$ cat config.mk
export PLATFORM = sky130hd
export DESIGN_NAME = fmov_cond_eval
export DESIGN_NICKNAME = d
export VERILOG_FILES = /design/src/rtl/fmov_cond_pkg.sv /design/src/rtl/fcc_eval.sv /design/src/rtl/icc_eval.sv /design/src/rtl/rcond_eval.sv /design/src/rtl/fmov_cond_eval.sv
export SDC_FILE = /design/constraint.sdc
export NUM_CORES = 1
export LEC_CHECK = 0
export BUFFER_PORTS_ARGS = -buffer_cell sky130_fd_sc_hd__buf_4
export CORE_AREA = 2 2 66 68
export DETAILED_ROUTE_END_ITERATION = 7
export DIE_AREA = 0 0 68 70
export PLACE_DENSITY_LB_ADDON = 0.12
export SLEW_MARGIN = 10
export SYNTH_ARGS = -nofsm -noshare
export SYNTH_HDL_FRONTEND = slang
export SYNTH_SLANG_ARGS = --single-unit
export TNS_END_PERCENT = 5
$ cat constraint.sdc
create_clock -name clk_i -period 0.95 [get_ports clk_i]
set_input_delay 0.0475 -clock clk_i [delete_from_list [all_inputs] [get_ports clk_i]]
set_output_delay 0.0475 -clock clk_i [all_outputs]
set_load 0.02 [all_outputs]
$ cat src/rtl/fmov_cond_pkg.sv
package fmov_cond_pkg;
  localparam int FCC_N   = 4;
  localparam int FCC_W   = 2;
  localparam int FLAG_W  = 4;
  localparam int FCC_LSB [FCC_N] = '{10, 32, 34, 36};

  typedef enum logic [1:0] {
    SRC_NONE = 2'd0,
    SRC_FCC  = 2'd1,
    SRC_ICC  = 2'd2,
    SRC_REG  = 2'd3
  } cond_src_e;

  // flag bit positions within a 4-bit set
  localparam int FLG_N = 3;
  localparam int FLG_Z = 2;
  localparam int FLG_V = 1;
  localparam int FLG_C = 0;
endpackage

$ cat src/rtl/fcc_eval.sv
module fcc_eval
  import fmov_cond_pkg::*;
#(
  parameter int STATUS_W = 64
) (
  input  logic [STATUS_W-1:0] fsr_i,
  input  logic [1:0]          sel_i,
  input  logic [2:0]          cond_i,
  output logic                hit_o
);
  logic [FCC_W-1:0] fields [FCC_N];
  logic [FCC_W-1:0] code;

  for (genvar g = 0; g < FCC_N; g++) begin : g_field
    assign fields[g] = fsr_i[FCC_LSB[g] +: FCC_W];
  end

  assign code = fields[sel_i];

  always_comb begin
    unique case (cond_i)
      3'd0: hit_o = 1'b0;
      3'd1: hit_o = (code != 2'd0);
      3'd2: hit_o = (code == 2'd1) || (code == 2'd2);
      3'd3: hit_o = code[0];
      3'd4: hit_o = (code == 2'd1);
      3'd5: hit_o = code[1];
      3'd6: hit_o = (code == 2'd2);
      default: hit_o = (code == 2'd3);
    endcase
  end
endmodule

$ cat src/rtl/icc_eval.sv
module icc_eval
  import fmov_cond_pkg::*;
(
  input  logic [FLAG_W-1:0] flags_i,
  input  logic [2:0]        cond_i,
  output logic              hit_o
);
  logic n, z, v, c, lt;

  assign n  = flags_i[FLG_N];
  assign z  = flags_i[FLG_Z];
  assign v  = flags_i[FLG_V];
  assign c  = flags_i[FLG_C];
  assign lt = n ^ v;

  always_comb begin
    unique case (cond_i)
      3'd0: hit_o = 1'b0;
      3'd1: hit_o = z;
      3'd2: hit_o = z | lt;
      3'd3: hit_o = lt;
      3'd4: hit_o = c | z;
      3'd5: hit_o = c;
      3'd6: hit_o = n;
      default: hit_o = v;
    endcase
  end
endmodule

$ cat src/rtl/rcond_eval.sv
module rcond_eval #(
  parameter int REG_W = 64,
  parameter int RNUM_W = 5
) (
  input  logic [REG_W-1:0]  val_i,
  input  logic [RNUM_W-1:0] rnum_i,
  input  logic [2:0]        rcond_i,
  output logic              hit_o
);
  logic [REG_W-1:0] val;
  logic is_zero, is_neg, raw;

  // register 0 is hardwired to zero
  assign val     = (rnum_i == '0) ? '0 : val_i;
  assign is_zero = (val == '0);
  assign is_neg  = val[REG_W-1];

  always_comb begin
    unique case (rcond_i[1:0])
      2'd0: raw = 1'b0;
      2'd1: raw = is_zero;
      2'd2: raw = is_zero | is_neg;
      default: raw = is_neg;
    endcase
  end

  assign hit_o = raw ^ rcond_i[2];
endmodule

$ cat src/rtl/fmov_cond_eval.sv
module fmov_cond_eval
  import fmov_cond_pkg::*;
#(
  parameter int STATUS_W = 64,
  parameter int REG_W    = 64
) (
  input  logic                clk_i,
  input  logic                rst_ni,
  input  logic                valid_i,
  input  logic [31:0]         insn_i,
  input  logic [STATUS_W-1:0] fsr_i,
  input  logic [FLAG_W-1:0]   icc_i,
  input  logic [FLAG_W-1:0]   xcc_i,
  input  logic [REG_W-1:0]    rs_val_i,
  output logic                done_o,
  output logic                exec_o
);
  localparam logic [1:0] OP_CLASS = 2'b10;
  localparam logic [5:0] OP3_FP2  = 6'h35;

  logic      class_ok;
  cond_src_e src;
  logic      fcc_hit, icc_hit, reg_hit, cc_inv, result;
  logic [FLAG_W-1:0] flags;

  assign class_ok = (insn_i[31:30] == OP_CLASS) && (insn_i[24:19] == OP3_FP2);

  always_comb begin
    src = SRC_NONE;
    if (class_ok) begin
      if (!insn_i[13] && insn_i[10:5] == 6'b000011)                     src = SRC_FCC;
      else if (insn_i[13] && !insn_i[11] && insn_i[10:5] == 6'b000011)  src = SRC_ICC;
      else if (!insn_i[13] && insn_i[9:5] == 5'b00111)                  src = SRC_REG;
    end
  end

  assign flags  = insn_i[12] ? xcc_i : icc_i;
  assign cc_inv = insn_i[17];

  fcc_eval #(.STATUS_W(STATUS_W)) u_fcc (
    .fsr_i (fsr_i),
    .sel_i (insn_i[12:11]),
    .cond_i(insn_i[16:14]),
    .hit_o (fcc_hit)
  );

  icc_eval u_icc (
    .flags_i(flags),
    .cond_i (insn_i[16:14]),
    .hit_o  (icc_hit)
  );

  rcond_eval #(.REG_W(REG_W), .RNUM_W(5)) u_reg (
    .val_i  (rs_val_i),
    .rnum_i (insn_i[18:14]),
    .rcond_i(insn_i[12:10]),
    .hit_o  (reg_hit)
  );

  always_comb begin
    unique case (src)
      SRC_FCC: result = fcc_hit ^ cc_inv;
      SRC_ICC: result = icc_hit ^ cc_inv;
      SRC_REG: result = reg_hit;
      default: result = 1'b0;
    endcase
  end

  always_ff @(posedge clk_i or negedge rst_ni) begin
    if (!rst_ni) begin
      done_o <= 1'b0;
      exec_o <= 1'b0;
    end else begin
      done_o <= valid_i;
      if (valid_i) exec_o <= result;
    end
  end

  a_r9_done_after_valid: assert property (@(posedge clk_i) disable iff (!rst_ni)
    valid_i |=> done_o);
  a_r9_no_done_idle: assert property (@(posedge clk_i) disable iff (!rst_ni)
    !valid_i |=> !done_o);
  a_r9_exec_held: assert property (@(posedge clk_i) disable iff (!rst_ni)
    !valid_i |=> $stable(exec_o));
  a_r1_offclass_skip: assert property (@(posedge clk_i) disable iff (!rst_ni)
    (valid_i && !class_ok) |=> !exec_o);
  a_r3_never_skip: assert property (@(posedge clk_i) disable iff (!rst_ni)
    (valid_i && src == SRC_FCC && insn_i[17:14] == 4'd0) |=> !exec_o);
  a_r4_always_exec: assert property (@(posedge clk_i) disable iff (!rst_ni)
    (valid_i && src != SRC_NONE && src != SRC_REG && insn_i[17:14] == 4'd8) |=> exec_o);
  a_r8_reg0_zero: assert property (@(posedge clk_i) disable iff (!rst_ni)
    (valid_i && src == SRC_REG && insn_i[18:14] == 5'd0 && insn_i[12:10] == 3'd1) |=> exec_o);
endmodule

==> results of run 1 <==
state kept, by name, summed over array words and instances, names as in the netlist:
register  count
done_o        1
exec_o        1
synth_stat cells, types with 3 or more instances:
master                     n
sky130_fd_sc_hd__a21oi_1   3
sky130_fd_sc_hd__buf_2     3
sky130_fd_sc_hd__ha_1      7
sky130_fd_sc_hd__inv_1     8
sky130_fd_sc_hd__mux2_2    3
sky130_fd_sc_hd__nand3_1   3
sky130_fd_sc_hd__nand4_1   4
sky130_fd_sc_hd__nor2_1    4
sky130_fd_sc_hd__nor2b_1   3
sky130_fd_sc_hd__nor4_1   17
sky130_fd_sc_hd__o21ai_0   5
sky130_fd_sc_hd__xnor2_1   3
routing by layer:
metal	global-route usage (%)	part of all wire, %	vias up
li1	-	-	662
met1	16.55	37	584
met2	25.89	46	79
met3	6.602	17	0
met4	2.000	0	0
met5	0	0	-
kinds of logic (layout without fill, tap and decap cells):
group / count (synthesis) / after routing / synth area share (%)
AO/OA/AOI/OAI: 25 / 25 / 22.45
XOR/XNOR: 4 / 4 / 4.396
adder cells (fa/ha/maj): 7 / 7 / 10.99
buffers and inverters: 14 / 141 / 8.477
flip-flops: 2 / 2 / 6.280
multiplexers: 7 / 7 / 12.56
AND/OR/NAND/NOR: 43 / 43 / 34.85
per-stage QoR:
| stage | setup WS (ns) | util, % |
|---|---|---|
| 3_3_place_gp | -1.137 | 42.36 |
| 4_1_cts | -0.8131 | 45.53 |
| 5_1_grt | -0.9276 | 46.59 |
| 6_report | -0.8116 | 46.59 |
| 3_5_place_dp | -1.181 | 42.36 |
| 2_1_floorplan | -0.9941 | - |
repair_timing:
action                     CTS  global route
pin swaps                    8             8
hold endpoints to repair     3             0
gates resized for setup     13             6
hold buffers                 2             0
setup buffers                2             2
setup endpoints to repair    1             1
layout make-up:
class	count	area, um2
Fill cell	422	2213
Sequential cell	2	50.05
Multi-Input combinational cell	86	752.0
Clock buffer	3	41.29
Tap cell	52	65.06
Inverter	8	30.03
Timing Repair Buffer	130	992.2
power by group through the flow:
stage | combinational [uW] | sequential (uW) | clock, uW
final | 701 | 88.7 | 333
after global routing | 759 | 89.0 | 353
after CTS | 661 | 88.7 | 347
after detailed placement | 615 | 89.6 | 0
after global placement | 605 | 89.4 | 0
after floorplan | 198 | 92.4 | 0
path summary, 6_finish.rpt:
check | start | slack [ns] | cells after the start | to
max | fsr_i[36] | -0.81 | 10 | exec_o
min | rst_ni | 0.17 | 2 | done_o
max reg2reg | exec_o | 0.12 | 3 | exec_o
min reg2reg | exec_o | 0.63 | 3 | exec_o
max in group asynchronous | rst_ni | 0.69 | 2 | exec_o
min in group clk_i | valid_i | 0.17 | 3 | exec_o
critical path, cell delays in order:
cell and delay [ns]:
sky130_fd_sc_hd__buf_4 0.11, sky130_fd_sc_hd__mux4_2 0.51, sky130_fd_sc_hd__inv_2 0.11, sky130_fd_sc_hd__ha_4 0.13, sky130_fd_sc_hd__inv_2 0.03, sky130_fd_sc_hd__o311ai_4 0.24
sky130_fd_sc_hd__a22oi_2 0.12, sky130_fd_sc_hd__o32ai_2 0.28, sky130_fd_sc_hd__xnor2_1 0.16, sky130_fd_sc_hd__o211ai_1 0.10
==> results.rst, run 1 <==
.. list-table::
   :header-rows: 1

   * - Metric
     - Value
   * - Result of the run
     - finished with violations
   * - Failing checks
     - negative setup slack
   * - Post-Route Setup TNS
     - -0.8116 ns
   * - Maximum level of the CTS H-tree
     - 1
   * - Clock tree root driver cell
     - sky130_fd_sc_hd__clkbuf_8
   * - Clock-pin slew on the worst setup and hold paths
     - 0.03 ns
   * - TritonCTS clock tree
     - yes
   * - Layout Nets
     - 409
   * - Gr ovfl total
     - 0
   * - Clock Sink Count
     - 2
   * - RSZ-0062 raised after global routing
     - true
   * - Count of max-cap constraint violations
     - 0
   * - Count of yosys warnings during synthesis
     - 0
   * - Commonest register cell after synthesis
     - sky130_fd_sc_hd__dfrtp_1
   * - Minimum clock period
     - 1.762 ns
   * - Final weighted congestion of routability-driven global placement
     - 0.7741
   * - Net Sw Power
     - 300.3 uW
   * - Total number of vias
     - 1325
   * - EDFF count, synth
     - 0
   * - Number of nets with antenna violations after routing
     - 0
   * - Input/output buffers
     - 106
   * - Leakage
     - 0.0009321 uW
   * - Gate power share
     - 62.4%
   * - Sequential group share of total power
     - 7.9%
   * - Total core area
     - 4144 um2
   * - Final count of negative-setup-slack endpoints
     - 1
   * - HPWL Detailed
     - 3.252 mm
   * - Smallest setup slack after layout
     - -0.8116 ns
   * - Drc violations
     - 0
   * - Biggest area contributors in the synthesized netlist
     - sky130_fd_sc_hd__nor4_1 (13%), sky130_fd_sc_hd__ha_1 (11%), sky130_fd_sc_hd__dfrtp_1 (6.3%)
   * - Power per Cell Area
     - 581.7 nW/um2
   * - Slew at the pin closest to its max-slew limit
     - 0.3513 ns
   * - Final wirelength
     - 3.738 mm
   * - Critical Setup Path Class
     - input pin to register
   * - Post-synthesis sequential element count
     - 2
   * - Number of buffers created by CTS
     - 3
   * - Crit path launch type
     - input pin
   * - Area Growth Syn to Fin
     - 142.2%
   * - Average routed wire per standard cell
     - 13.30 um
   * - Hold Vio Cnt, Final
     - 0
   * - Worst hold path type
     - input pin to async pin
   * - Net count after synthesis
     - 280
   * - Share of Yosys cell area claimed by the top area cell type
     - 13.34%
   * - Commonest cells after routing, fill and taps aside
     - sky130_fd_sc_hd__buf_4 (126), sky130_fd_sc_hd__nor4_1 (17), sky130_fd_sc_hd__inv_1 (5)
   * - Number of instances in the synthesized netlist
     - 102
   * - Most area-hungry cell type in the Yosys netlist
     - sky130_fd_sc_hd__nor4_1
   * - Starting utilization of the core area
     - 19.23%
   * - Die width
     - 68 um
   * - Share of synthesized registers carrying an async set or reset
     - 100.0%
   * - Overall power
     - 1123 uW
   * - Data required time of the critical path
     - 1.03 ns
   * - Max clock buf depth
     - 2
   * - Std cell rows
     - 24
   * - Internal Power
     - 822.8 uW
   * - Average via count per standard cell
     - 4.715
   * - Biggest fanout along the worst timing path
     - 3
   * - Slew headroom
     - 76.58%
   * - Overall track demand over capacity in global routing
     - 14.81%
   * - Maximum number of pins on one net before global-route repair
     - 12
   * - Total Die Area
     - 4760 um2
   * - First-pass GRT wire length
     - 5.506 mm
   * - Initial antenna violation count
     - 0
   * - Kind of end point of the critical path
     - register
   * - Average instance area after synthesis
     - 7.814 um2
   * - Worst vdd rail ir drop
     - 0.0002376 V
   * - Clock insertion delay at the later pin of the skew report
     - 0.21 ns
   * - Area of all placed cells without fillers
     - 1931 um2
   * - Cell area after synthesis
     - 797.0 um2
   * - Starting DRC count in detailed routing
     - 21
   * - Worst path arrival time
     - 1.84 ns
   * - Worst hold margin
     - 0.1667 ns
   * - Clock Skews
     - 0 ns
   * - Total inserted antenna cells
     - 0
   * - Placed cells
     - 272
   * - Drt pass-1 iters
     - 4
   * - Non-filler instance count after layout
     - 281
   * - Clock network fraction of total power
     - 29.7%
   * - Count of cell types in the netlist
     - 45
   * - Achievable frequency
     - 567.7 MHz
   * - Sequential area share after synthesis
     - 6.279%
   * - Ratio of cells with drive above 1 in the final layout
     - 66.38%
   * - Net switching share of the total power
     - 26.74%
   * - Most frequent standard cell in the layout excluding fill and tap cells
     - sky130_fd_sc_hd__buf_4
   * - Via count of the first global-routing pass
     - 1298
   * - Final worst-path cycle share
     - 185.4%
   * - Overall die height
     - 70 um
   * - Instance area after placement
     - 1755 um2
   * - Number of pins exceeding their max-slew limit in the final report
     - 0
   * - Top-level port count
     - 173
Note: power is estimated with default switching activity, not from simulation.
==> run 2, diff against run 1 <==
--- a/config.mk
+++ b/config.mk
@@ -5,10 +5,11 @@
 export SDC_FILE = /design/constraint.sdc
 export NUM_CORES = 1
 export LEC_CHECK = 0
+export ABC_AREA = 1
 export BUFFER_PORTS_ARGS = -buffer_cell sky130_fd_sc_hd__buf_4
-export CORE_AREA = 2 2 66 68
+export CORE_AREA = 2 2 68 70
 export DETAILED_ROUTE_END_ITERATION = 7
-export DIE_AREA = 0 0 68 70
+export DIE_AREA = 0 0 70 72
 export PLACE_DENSITY_LB_ADDON = 0.12
 export SLEW_MARGIN = 10
 export SYNTH_ARGS = -nofsm -noshare
==> run 2 against run 1 <==
The run still ends with negative setup slack left. Synthesized area up 12%. Die area increased by 5.9%. Core utilization about the same. Hold slack worse by 0.0048 ns. Clock skew is the same. Cell count increased by 30%. Critical endpoint unchanged. Highest routed layer unchanged.
==> results.rst, run 2 <==
.. list-table::
   :header-rows: 1

   * - Metric
     - Value
   * - Result of the run
     - finished with violations
   * - Failing checks
     - negative setup slack
   * - EDFF count, synth
     - 0 (unchanged)
   * - Starting utilization of the core area
     - 20.95% (+1.7 points)
   * - First-pass GRT wire length
     - 6.134 mm (+11%)
   * - Average via count per standard cell
     - 4.210 (-11%)
   * - Max clock buf depth
     - 2 (unchanged)
   * - Minimum clock period
     - 1.411 ns (-0.3505 ns)
   * - Initial antenna violation count
     - 0 (unchanged)
   * - Number of pins exceeding their max-slew limit in the final report
     - 0 (unchanged)
   * - Overall power
     - 1073 uW (-4.4%)
   * - Number of buffers created by CTS
     - 3 (unchanged)
   * - Clock tree root driver cell
     - sky130_fd_sc_hd__clkbuf_8
   * - Commonest cells after routing, fill and taps aside
     - sky130_fd_sc_hd__buf_4 (121), sky130_fd_sc_hd__nand2_1 (65), sky130_fd_sc_hd__nor2_1 (51)
   * - Power per Cell Area
     - 539.8 nW/um2 (-7.2%)
   * - Kind of end point of the critical path
     - register
   * - Starting DRC count in detailed routing
     - 57 (+170%)
   * - Biggest fanout along the worst timing path
     - 2 (-1)
   * - Top cells by instance count after synthesis
     - sky130_fd_sc_hd__nand2_1 (66), sky130_fd_sc_hd__nor2_1 (53), sky130_fd_sc_hd__inv_1 (18), sky130_fd_sc_hd__nand3_1 (18), sky130_fd_sc_hd__ha_1 (7)
   * - Total core area
     - 4264 um2 (+2.9%)
   * - Filler Cell Count
     - 486 (+15%)
   * - Setup Buffers After CTS
     - 0 (-2)
   * - Clock Skews
     - 0 ns (unchanged)
   * - Net switching share of the total power
     - 29.15% (+2.4 points)
   * - Hold Vio Cnt, Final
     - 0 (unchanged)
   * - Most frequent standard cell in the layout excluding fill and tap cells
     - sky130_fd_sc_hd__buf_4
   * - Via count of the first global-routing pass
     - 1500 (+16%)
   * - CP endpoint
     - exec_o
   * - RSZ-0062 raised after global routing
     - true
   * - Gate power share
     - 60.1% (-2.3 points)
   * - Maximum number of pins on one net before global-route repair
     - 9 (-3)
   * - Achievable frequency
     - 708.7 MHz (+25%)
   * - Critical Setup Path Class
     - input pin to register
   * - Leakage
     - 0.001082 uW (+16%)
   * - Post-synthesis sequential element count
     - 2 (unchanged)
   * - Number of nets with antenna violations after routing
     - 0 (unchanged)
   * - Gr ovfl total
     - 0 (unchanged)
   * - Most instantiated library cell after synthesis
     - sky130_fd_sc_hd__nand2_1
   * - Highest Signal Layer
     - met3
   * - Clock Sink Count
     - 2 (unchanged)
   * - Commonest register cell after synthesis
     - sky130_fd_sc_hd__dfrtp_1
   * - Data required time of the critical path
     - 1.05 ns (+0.02 ns)
   * - Critical path startpoint
     - insn_i[30]
   * - Count of max-cap constraint violations
     - 0 (unchanged)
   * - Cell area after synthesis
     - 893.4 um2 (+12%)
   * - Layout Nets
     - 494 (+21%)
   * - FF-to-FF setup slack
     - 0.35 ns (+0.23 ns)
   * - Average routed wire per standard cell
     - 10.21 um (-23%)
   * - Average instance area after synthesis
     - 4.727 um2 (-40%)
   * - Finished Core Util
     - 46.63% (about the same)
   * - Final worst-path cycle share
     - 148.5% (-37 points)
   * - Slew at the pin closest to its max-slew limit
     - 0.2479 ns (-0.1034 ns)
   * - Maximum level of the CTS H-tree
     - 1 (unchanged)
   * - Final count of negative-setup-slack endpoints
     - 1 (unchanged)
   * - Launch point of the worst reg-to-reg path
     - exec_o
   * - Ratio of cells with drive above 1 in the final layout
     - 44.59% (-22 points)
   * - Internal Power
     - 760.4 uW (-7.6%)
   * - Sequential group share of total power
     - 8.3% (+0.4 points)
   * - Drc violations
     - 0 (unchanged)
   * - Placed cells
     - 361 (+33%)
   * - Smallest setup slack after layout
     - -0.4611 ns (+0.3505 ns)
   * - Count of yosys warnings during synthesis
     - 0 (unchanged)
   * - Routed wl met3
     - 544 um (-17%)
   * - Detailed-routed wire length on met2
     - 1.685 mm (-2.0%)
   * - Routed metal-1 wire length
     - 1.507 mm (+10%)
   * - Register cell area after layout
     - 50.05 um2 (unchanged)
   * - Overall die height
     - 72 um (+2.9%)
   * - Clock insertion delay at the later pin of the skew report
     - 0.21 ns (about the same)
   * - TritonCTS clock tree
     - yes
   * - Area Growth Syn to Fin
     - 122.5%
   * - Worst path arrival time
     - 1.51 ns (-0.33 ns)
   * - Worst hold path type
     - input pin to async pin
   * - Crit path launch type
     - input pin
   * - Count of cell types in the netlist
     - 21 (-53%)
   * - Die width
     - 70 um (+2.9%)
   * - Total Die Area
     - 5040 um2 (+5.9%)
   * - Biggest regs
     - done_o x1, exec_o x1
   * - HPWL Detailed
     - 3.324 mm (+2.2%)
   * - Biggest area contributors in the synthesized netlist
     - sky130_fd_sc_hd__nand2_1 (28%), sky130_fd_sc_hd__nor2_1 (22%), sky130_fd_sc_hd__nand3_1 (10%)
   * - Total number of vias
     - 1541 (+16%)
   * - Top-level port count
     - 173 (unchanged)
   * - Slew headroom
     - 83.35% (+6.8 points)
   * - Drt pass-1 iters
     - 4 (unchanged)
   * - Reg-to-reg critical path endpoint
     - exec_o
   * - Most area-hungry cell type in the Yosys netlist
     - sky130_fd_sc_hd__nand2_1
   * - Worst vdd rail ir drop
     - 0.0009581 V (+300%)
   * - Clock network fraction of total power
     - 31.6% (+1.9 points)
   * - Multi-input combinational cell area
     - 797.0 um2 (+6.0%)
   * - Sequential area share after synthesis
     - 5.602% (-0.68 points)
   * - Net Sw Power
     - 312.8 uW (+4.2%)
   * - Depth of the most critical reg-to-reg path
     - 2 (-1)
   * - Total inserted antenna cells
     - 0 (unchanged)
   * - Number of instances in the synthesized netlist
     - 189 (+85%)
   * - Non-filler instance count after layout
     - 366 (+30%)
   * - Clock-pin slew on the worst setup and hold paths
     - 0.03 ns (about the same)
   * - Share of synthesized registers carrying an async set or reset
     - 100.0% (unchanged)
   * - Overall track demand over capacity in global routing
     - 14.93% (+0.13 points)
   * - Final wirelength
     - 3.737 mm (about the same)
   * - Std cell rows
     - 24 (unchanged)
   * - Share of Yosys cell area claimed by the top area cell type
     - 27.73% (+14 points)
   * - Final weighted congestion of routability-driven global placement
     - 0.7578 (-2.1%)
   * - Net count after synthesis
     - 367 (+31%)
   * - Input/output buffers
     - 106 (unchanged)
[run 2: kinds of logic (layout without fill, tap and decap cells)]
logic type | count (synthesis) | after routing | synth area share (%)
compound gates | 9 | 9 | 6.442
xor+xnor | 1 | 1 | 0.9806
fa+ha+maj | 7 | 7 | 9.803
buf+inv | 24 | 149 | 11.34
flops | 2 | 2 | 5.602
simple gates | 146 | 146 | 65.83
[run 2: stage by stage]
stage / hold slack (ns) / setup TNS (ns) / worst slack, ns / cell area, um2
floorplan: -0.2481 / -0.5414 / -0.5414 / 899.6
global placement: -0.1660 / -0.7664 / -0.7664 / 1868
detailed placement: -0.1685 / -0.7766 / -0.7766 / 1868
CTS: 0.1590 / -0.5362 / -0.5362 / 1936
global route: 0.1557 / -0.6336 / -0.6336 / 1988
finish: 0.1620 / -0.4611 / -0.4611 / 1988
[run 2: final cells by class]
| type | count | area share (%) |
|---|---|---|
| Multi-Input combinational cell | 163 | 40.09 |
| Tap cell | 52 | 3.272 |
| Clock buffer | 3 | 2.077 |
| Inverter | 21 | 4.216 |
| Timing Repair Buffer | 125 | 47.83 |
| Sequential cell | 2 | 2.517 |
[run 2: per-layer routing]
metal / vias up / track usage, %
met3: 0 / 6.111
met1: 604 / 17.31
met2: 97 / 27.30
met4: 0 / 0.6410
li1: 840 / -
met5: - / 0
[run 2: how the worst min path moves through the flow]
| stage | cells after the start | endpoint |
|---|---|---|
| global placement | 1 | done_o |
| global route | 2 | exec_o |
| finish | 2 | exec_o |
| CTS | 2 | exec_o |
| detailed placement | 1 | exec_o |
| floorplan | 0 | done_o |
[run 2: worst max-delay path, stage by stage]
cell,delay [ns]
sky130_fd_sc_hd__buf_6,0.10
sky130_fd_sc_hd__nor4_4,0.28
sky130_fd_sc_hd__inv_2,0.07
sky130_fd_sc_hd__nor4_4,0.15
sky130_fd_sc_hd__nand2_1,0.10
sky130_fd_sc_hd__nor2_2,0.15
sky130_fd_sc_hd__ha_4,0.15
sky130_fd_sc_hd__o21a_1,0.10
sky130_fd_sc_hd__nand2_1,0.06
sky130_fd_sc_hd__nand2_1,0.06
sky130_fd_sc_hd__nand2_1,0.04
sky130_fd_sc_hd__nand3_1,0.06
sky130_fd_sc_hd__nand2_1,0.05
sky130_fd_sc_hd__nand2_1,0.05
sky130_fd_sc_hd__nand2_1,0.05
[run 2: what timing repair did]
action	in CTS	in global routing
endpoints found under the hold margin	3	0
setup endpoints to repair	1	1
resized for setup	1	13
pin swaps	0	0
hold buffers	2	0
[run 2: power by group through the flow]
stage                     Sequential, uW  Combinational [uW]  Clock, uW
after CTS                           88.9                 638        350
after global placement              89.5                 624          0
final                               88.9                 645        339
after detailed placement            89.8                 627          0
after floorplan                     92.4                 197          0
after global routing                88.9                 725        360
==> run 3, diff against run 2 <==
--- a/config.mk
+++ b/config.mk
@@ -7,12 +7,14 @@
 export LEC_CHECK = 0
 export ABC_AREA = 1
 export BUFFER_PORTS_ARGS = -buffer_cell sky130_fd_sc_hd__buf_4
-export CORE_AREA = 2 2 68 70
+export CORE_AREA = 2 2 66 68
+export CTS_BUF_LIST = sky130_fd_sc_hd__clkbuf_4 sky130_fd_sc_hd__clkbuf_8
 export DETAILED_ROUTE_END_ITERATION = 7
-export DIE_AREA = 0 0 70 72
+export DIE_AREA = 0 0 68 70
 export PLACE_DENSITY_LB_ADDON = 0.12
-export SLEW_MARGIN = 10
+export SLEW_MARGIN = 20
 export SYNTH_ARGS = -nofsm -noshare
 export SYNTH_HDL_FRONTEND = slang
+export SYNTH_HIERARCHICAL = 1
 export SYNTH_SLANG_ARGS = --single-unit
 export TNS_END_PERCENT = 5
==> run 3 against run 2 <==
The run still ends with negative setup slack left. Global-route usage down 0.54 points. Clock power down 4%. Cell area up 9.2%. Critical path depth up 2. First-iteration DRC count up 28%. Count of clock-buffer cells in the layout unchanged. Cell count up 1.1%. Clock skew unchanged. Total power up 8.7%. Critical path type unchanged. Critical endpoint unchanged. Largest cell class unchanged.
==> results.rst, run 3 <==
.. list-table::
   :header-rows: 1

   * - Metric
     - Value
   * - Smallest setup slack after layout
     - -0.2912 ns (+0.1699 ns)
   * - Worst vdd rail ir drop
     - 0.0003429 V (-64%)
   * - Hold Vio Cnt, Final
     - 0 (unchanged)
   * - Post-synthesis sequential element count
     - 2 (unchanged)
   * - Kind of end point of the critical path
     - register
   * - Depth of the most critical reg-to-reg path
     - 2 (unchanged)
   * - Slew at the pin closest to its max-slew limit
     - 0.2158 ns (-0.03206 ns)
   * - Share of Yosys cell area claimed by the top area cell type
     - 23.68% (-4.0 points)
   * - Achievable frequency
     - 805.7 MHz (+14%)
   * - Clock network fraction of total power
     - 28.0% (-3.6 points)
   * - Number of nets with antenna violations after routing
     - 0 (unchanged)
   * - Clock tree root driver cell
     - sky130_fd_sc_hd__clkbuf_8
   * - Clock Skews
     - 0 ns (unchanged)
   * - Instance area after placement
     - 1996 um2 (+6.8%)
   * - Final weighted congestion of routability-driven global placement
     - 0.7599 (+0.28%)
   * - Commonest register cell after synthesis
     - sky130_fd_sc_hd__dfrtp_1
   * - Most frequent standard cell in the layout excluding fill and tap cells
     - sky130_fd_sc_hd__buf_4
   * - Worst path arrival time
     - 1.34 ns (-0.17 ns)
   * - Worst setup slack after placement
     - -0.6235 ns (+0.1531 ns)
   * - Net switching share of the total power
     - 30.01% (+0.87 points)
   * - Commonest cells after routing, fill and taps aside
     - sky130_fd_sc_hd__buf_4 (123), sky130_fd_sc_hd__nand2_1 (51), sky130_fd_sc_hd__nor2_1 (51)
   * - Overall track demand over capacity in global routing
     - 14.40% (-0.54 points)
   * - Average via count per standard cell
     - 4.227 (+0.40%)
   * - Average instance area after synthesis
     - 5.058 um2 (+7.0%)
   * - Total core area
     - 4144 um2 (-2.8%)
   * - Ratio of cells with drive above 1 in the final layout
     - 52.83% (+8.2 points)
   * - Maximum number of pins on one net before global-route repair
     - 11 (+2)
   * - Worst path slowest cell
     - sky130_fd_sc_hd__ha_4
   * - Sequential area share after synthesis
     - 5.263% (-0.34 points)
   * - Result of the run
     - finished with violations
   * - Launch point of the worst reg-to-reg path
     - exec_o
   * - Slew headroom
     - 85.50% (+2.2 points)
   * - Finished Core Util
     - 52.39% (+5.8 points)
   * - Via count of the first global-routing pass
     - 1382 (-7.9%)
   * - Cell area after synthesis
     - 950.9 um2 (+6.4%)
   * - Critical Setup Path Class
     - input pin to register
   * - Power per Cell Area
     - 537.3 nW/um2 (-0.46%)
   * - Starting DRC count in detailed routing
     - 73 (+28%)
   * - Biggest fanout along the worst timing path
     - 6 (+4)
   * - Clock insertion delay at the later pin of the skew report
     - 0.21 ns (about the same)
   * - Top-level port count
     - 173 (unchanged)
   * - Most instantiated library cell after synthesis
     - sky130_fd_sc_hd__nand2_1
   * - Std cell rows
     - 24 (unchanged)
   * - Share of synthesized registers carrying an async set or reset
     - 100.0% (unchanged)
   * - Max clock buf depth
     - 2 (unchanged)
   * - Area of all placed cells without fillers
     - 2171 um2 (+9.2%)
   * - Minimum clock period
     - 1.241 ns (-0.1699 ns)
   * - Gate power share
     - 64.4% (+4.3 points)
   * - Number of instances in the synthesized netlist
     - 188 (-0.53%)
   * - Filler Cell Count
     - 425 (-13%)
   * - Gr ovfl total
     - 0 (unchanged)
   * - Worst hold path type
     - input pin to async pin
   * - Starting utilization of the core area
     - 22.95% (+2.0 points)
   * - Drt pass-1 iters
     - 4 (unchanged)
   * - Multi-input combinational cell area
     - 930.9 um2 (+17%)
   * - Clock Sink Count
     - 2 (unchanged)
   * - Most used cell along the critical path
     - sky130_fd_sc_hd__nand2_1
   * - Maximum level of the CTS H-tree
     - 1 (unchanged)
   * - Final worst-path cycle share
     - 130.7% (-18 points)
   * - Leakage
     - 0.001183 uW (+9.4%)
   * - Input/output buffers
     - 106 (unchanged)
   * - Total inserted antenna cells
     - 0 (unchanged)
   * - Sequence of cells on the critical path
     - buf_12, inv_16, nand2_4, nand3_4, nand2_4, ha_4, nand4_1, o31ai_1, inv_1, nand3_2, inv_1, nand2_1, nand3_1, nand3_1, nand2_1, nand2_1, nand2_1
   * - Internal Power
     - 816.3 uW (+7.4%)
   * - Top cells by instance count after synthesis
     - sky130_fd_sc_hd__nand2_1 (60), sky130_fd_sc_hd__nor2_1 (51), sky130_fd_sc_hd__inv_1 (20)
   * - Final wirelength
     - 3.609 mm (-3.4%)
   * - Drc violations
     - 0 (unchanged)
   * - Largest stage delay, worst path
     - 0.25 ns (-0.03 ns)
   * - FF-to-FF setup slack
     - 0.34 ns (about the same)
   * - Total Die Area
     - 4760 um2 (-5.6%)
   * - Sequential group share of total power
     - 7.6% (-0.7 points)
   * - Number of buffers created by CTS
     - 3 (unchanged)
   * - First-pass GRT wire length
     - 5.478 mm (-11%)
   * - Data required time of the critical path
     - 1.04 ns (about the same)
   * - Crit path launch type
     - input pin
   * - HPWL Detailed
     - 3.179 mm (-4.4%)
   * - Clock-pin slew on the worst setup and hold paths
     - 0.03 ns (about the same)
   * - Reg-to-reg critical path endpoint
     - exec_o
   * - Initial antenna violation count
     - 0 (unchanged)
   * - Layout Nets
     - 498 (+0.81%)
   * - EDFF count, synth
     - 0 (unchanged)
   * - Net count after synthesis
     - 366 (-0.27%)
   * - Biggest regs
     - done_o x1, exec_o x1
   * - Count of cell types in the netlist
     - 18 (-14%)
   * - Register cell area after layout
     - 50.05 um2 (unchanged)
   * - TritonCTS clock tree
     - yes
   * - CP endpoint
     - exec_o
   * - Area Growth Syn to Fin
     - 128.3%
   * - Net Sw Power
     - 350.1 uW (+12%)
   * - Number of pins exceeding their max-slew limit in the final report
     - 0 (unchanged)
   * - Overall die height
     - 70 um (-2.8%)
   * - Most area-hungry cell type in the Yosys netlist
     - sky130_fd_sc_hd__nand2_1
   * - Failing checks
     - negative setup slack
   * - RSZ-0062 raised after global routing
     - true
   * - Count of max-cap constraint violations
     - 0 (unchanged)
   * - Final count of negative-setup-slack endpoints
     - 1 (unchanged)
   * - Average routed wire per standard cell
     - 9.754 um (-4.5%)
   * - Critical path startpoint
     - insn_i[11]
   * - Biggest area contributors in the synthesized netlist
     - sky130_fd_sc_hd__nand2_1 (24%), sky130_fd_sc_hd__nor2_1 (20%), sky130_fd_sc_hd__ha_1 (9.2%)
   * - Total number of vias
     - 1564 (+1.5%)
   * - Die width
     - 68 um (-2.9%)
   * - Count of yosys warnings during synthesis
     - 6 (+6)
   * - Post-Route Setup TNS
     - -0.2912 ns (+0.1699 ns)
[run 3: cell types whose count changed after synthesis, sizes merged, moves of 2 or more]
| cell | previous run | this run |
|---|---|---|
| nor4 | 2 | 0 |
| mux2 | 0 | 4 |
| o21a | 2 | 0 |
| o21ai | 5 | 2 |
| nand4 | 1 | 7 |
| nor3 | 4 | 1 |
| nor2 | 53 | 56 |
| inv | 21 | 24 |
| nand2 | 67 | 65 |
| buf | 2 | 0 |
[run 3: critical path: cells and delay by family]
kind	cells	cell delay (ns)
compound gates	1	0.07
simple gates	11	0.63
buf+inv	4	0.32
fa+ha+maj	1	0.25
[run 3: what timing repair did]
action,4_1_cts,5_1_grt
endpoints found under the hold margin,3,0
pin swaps,16,2
endpoints found under the setup margin,1,1
gates resized for setup,26,0
buffers inserted,1,0
hold buffers,2,0
[run 3: per-stage QoR]
stage               total power (uW)  hold slack, ns  std cells
floorplan                      317.6         -0.2481        188
global placement               765.5         -0.1640        364
detailed placement             774.9         -0.1645        364
CTS                             1181          0.1593        370
global route                    1259          0.1650        370
finish                          1166          0.1655        370
[run 3: worst min path at each step]
stage,from,to,cells after the start
after floorplan,rst_ni,done_o,0
after global placement,rst_ni,done_o,1
after detailed placement,rst_ni,done_o,1
after CTS,rst_ni,done_o,2
after global routing,rst_ni,exec_o,2
final,rst_ni,done_o,2
[run 3: kinds of logic after synthesis]
group / Yosys count / synth area share, %
AND/OR/NAND/NOR: 147 / 68.16
buffers and inverters: 24 / 9.473
adder cells (fa/ha/maj): 7 / 9.210
XOR/XNOR: 1 / 0.9212
multiplexers: 4 / 4.737
AO/OA/AOI/OAI: 3 / 2.237
flip-flops: 2 / 5.263
[run 3: cell type report]
| cell class | instances | area share [%] |
|---|---|---|
| Sequential cell | 2 | 2.305 |
| Timing Repair Buffer | 127 | 44.90 |
| Tap cell | 52 | 2.997 |
| Inverter | 24 | 5.014 |
| Clock buffer | 3 | 1.902 |
| Multi-Input combinational cell | 162 | 42.88 |
[run 3: power groups by stage]
stage                     Clock [uW]  Sequential (uW)  Combinational [uW]
after global routing             344             88.7                 827
after CTS                        337             88.6                 756
after global placement             0             89.4                 676
after floorplan                    0             92.4                 225
final                            327             88.6                 751
after detailed placement           0             89.4                 685
[run 3: per-layer routing]
layer | vias to the layer above | GRT usage [%] | part of all wire, %
met2 | 89 | 23.84 | 42
met5 | - | 0 | 0
met1 | 625 | 17.55 | 40
met3 | 2 | 5.314 | 18
li1 | 848 | - | -
met4 | 0 | 2.889 | 0.22
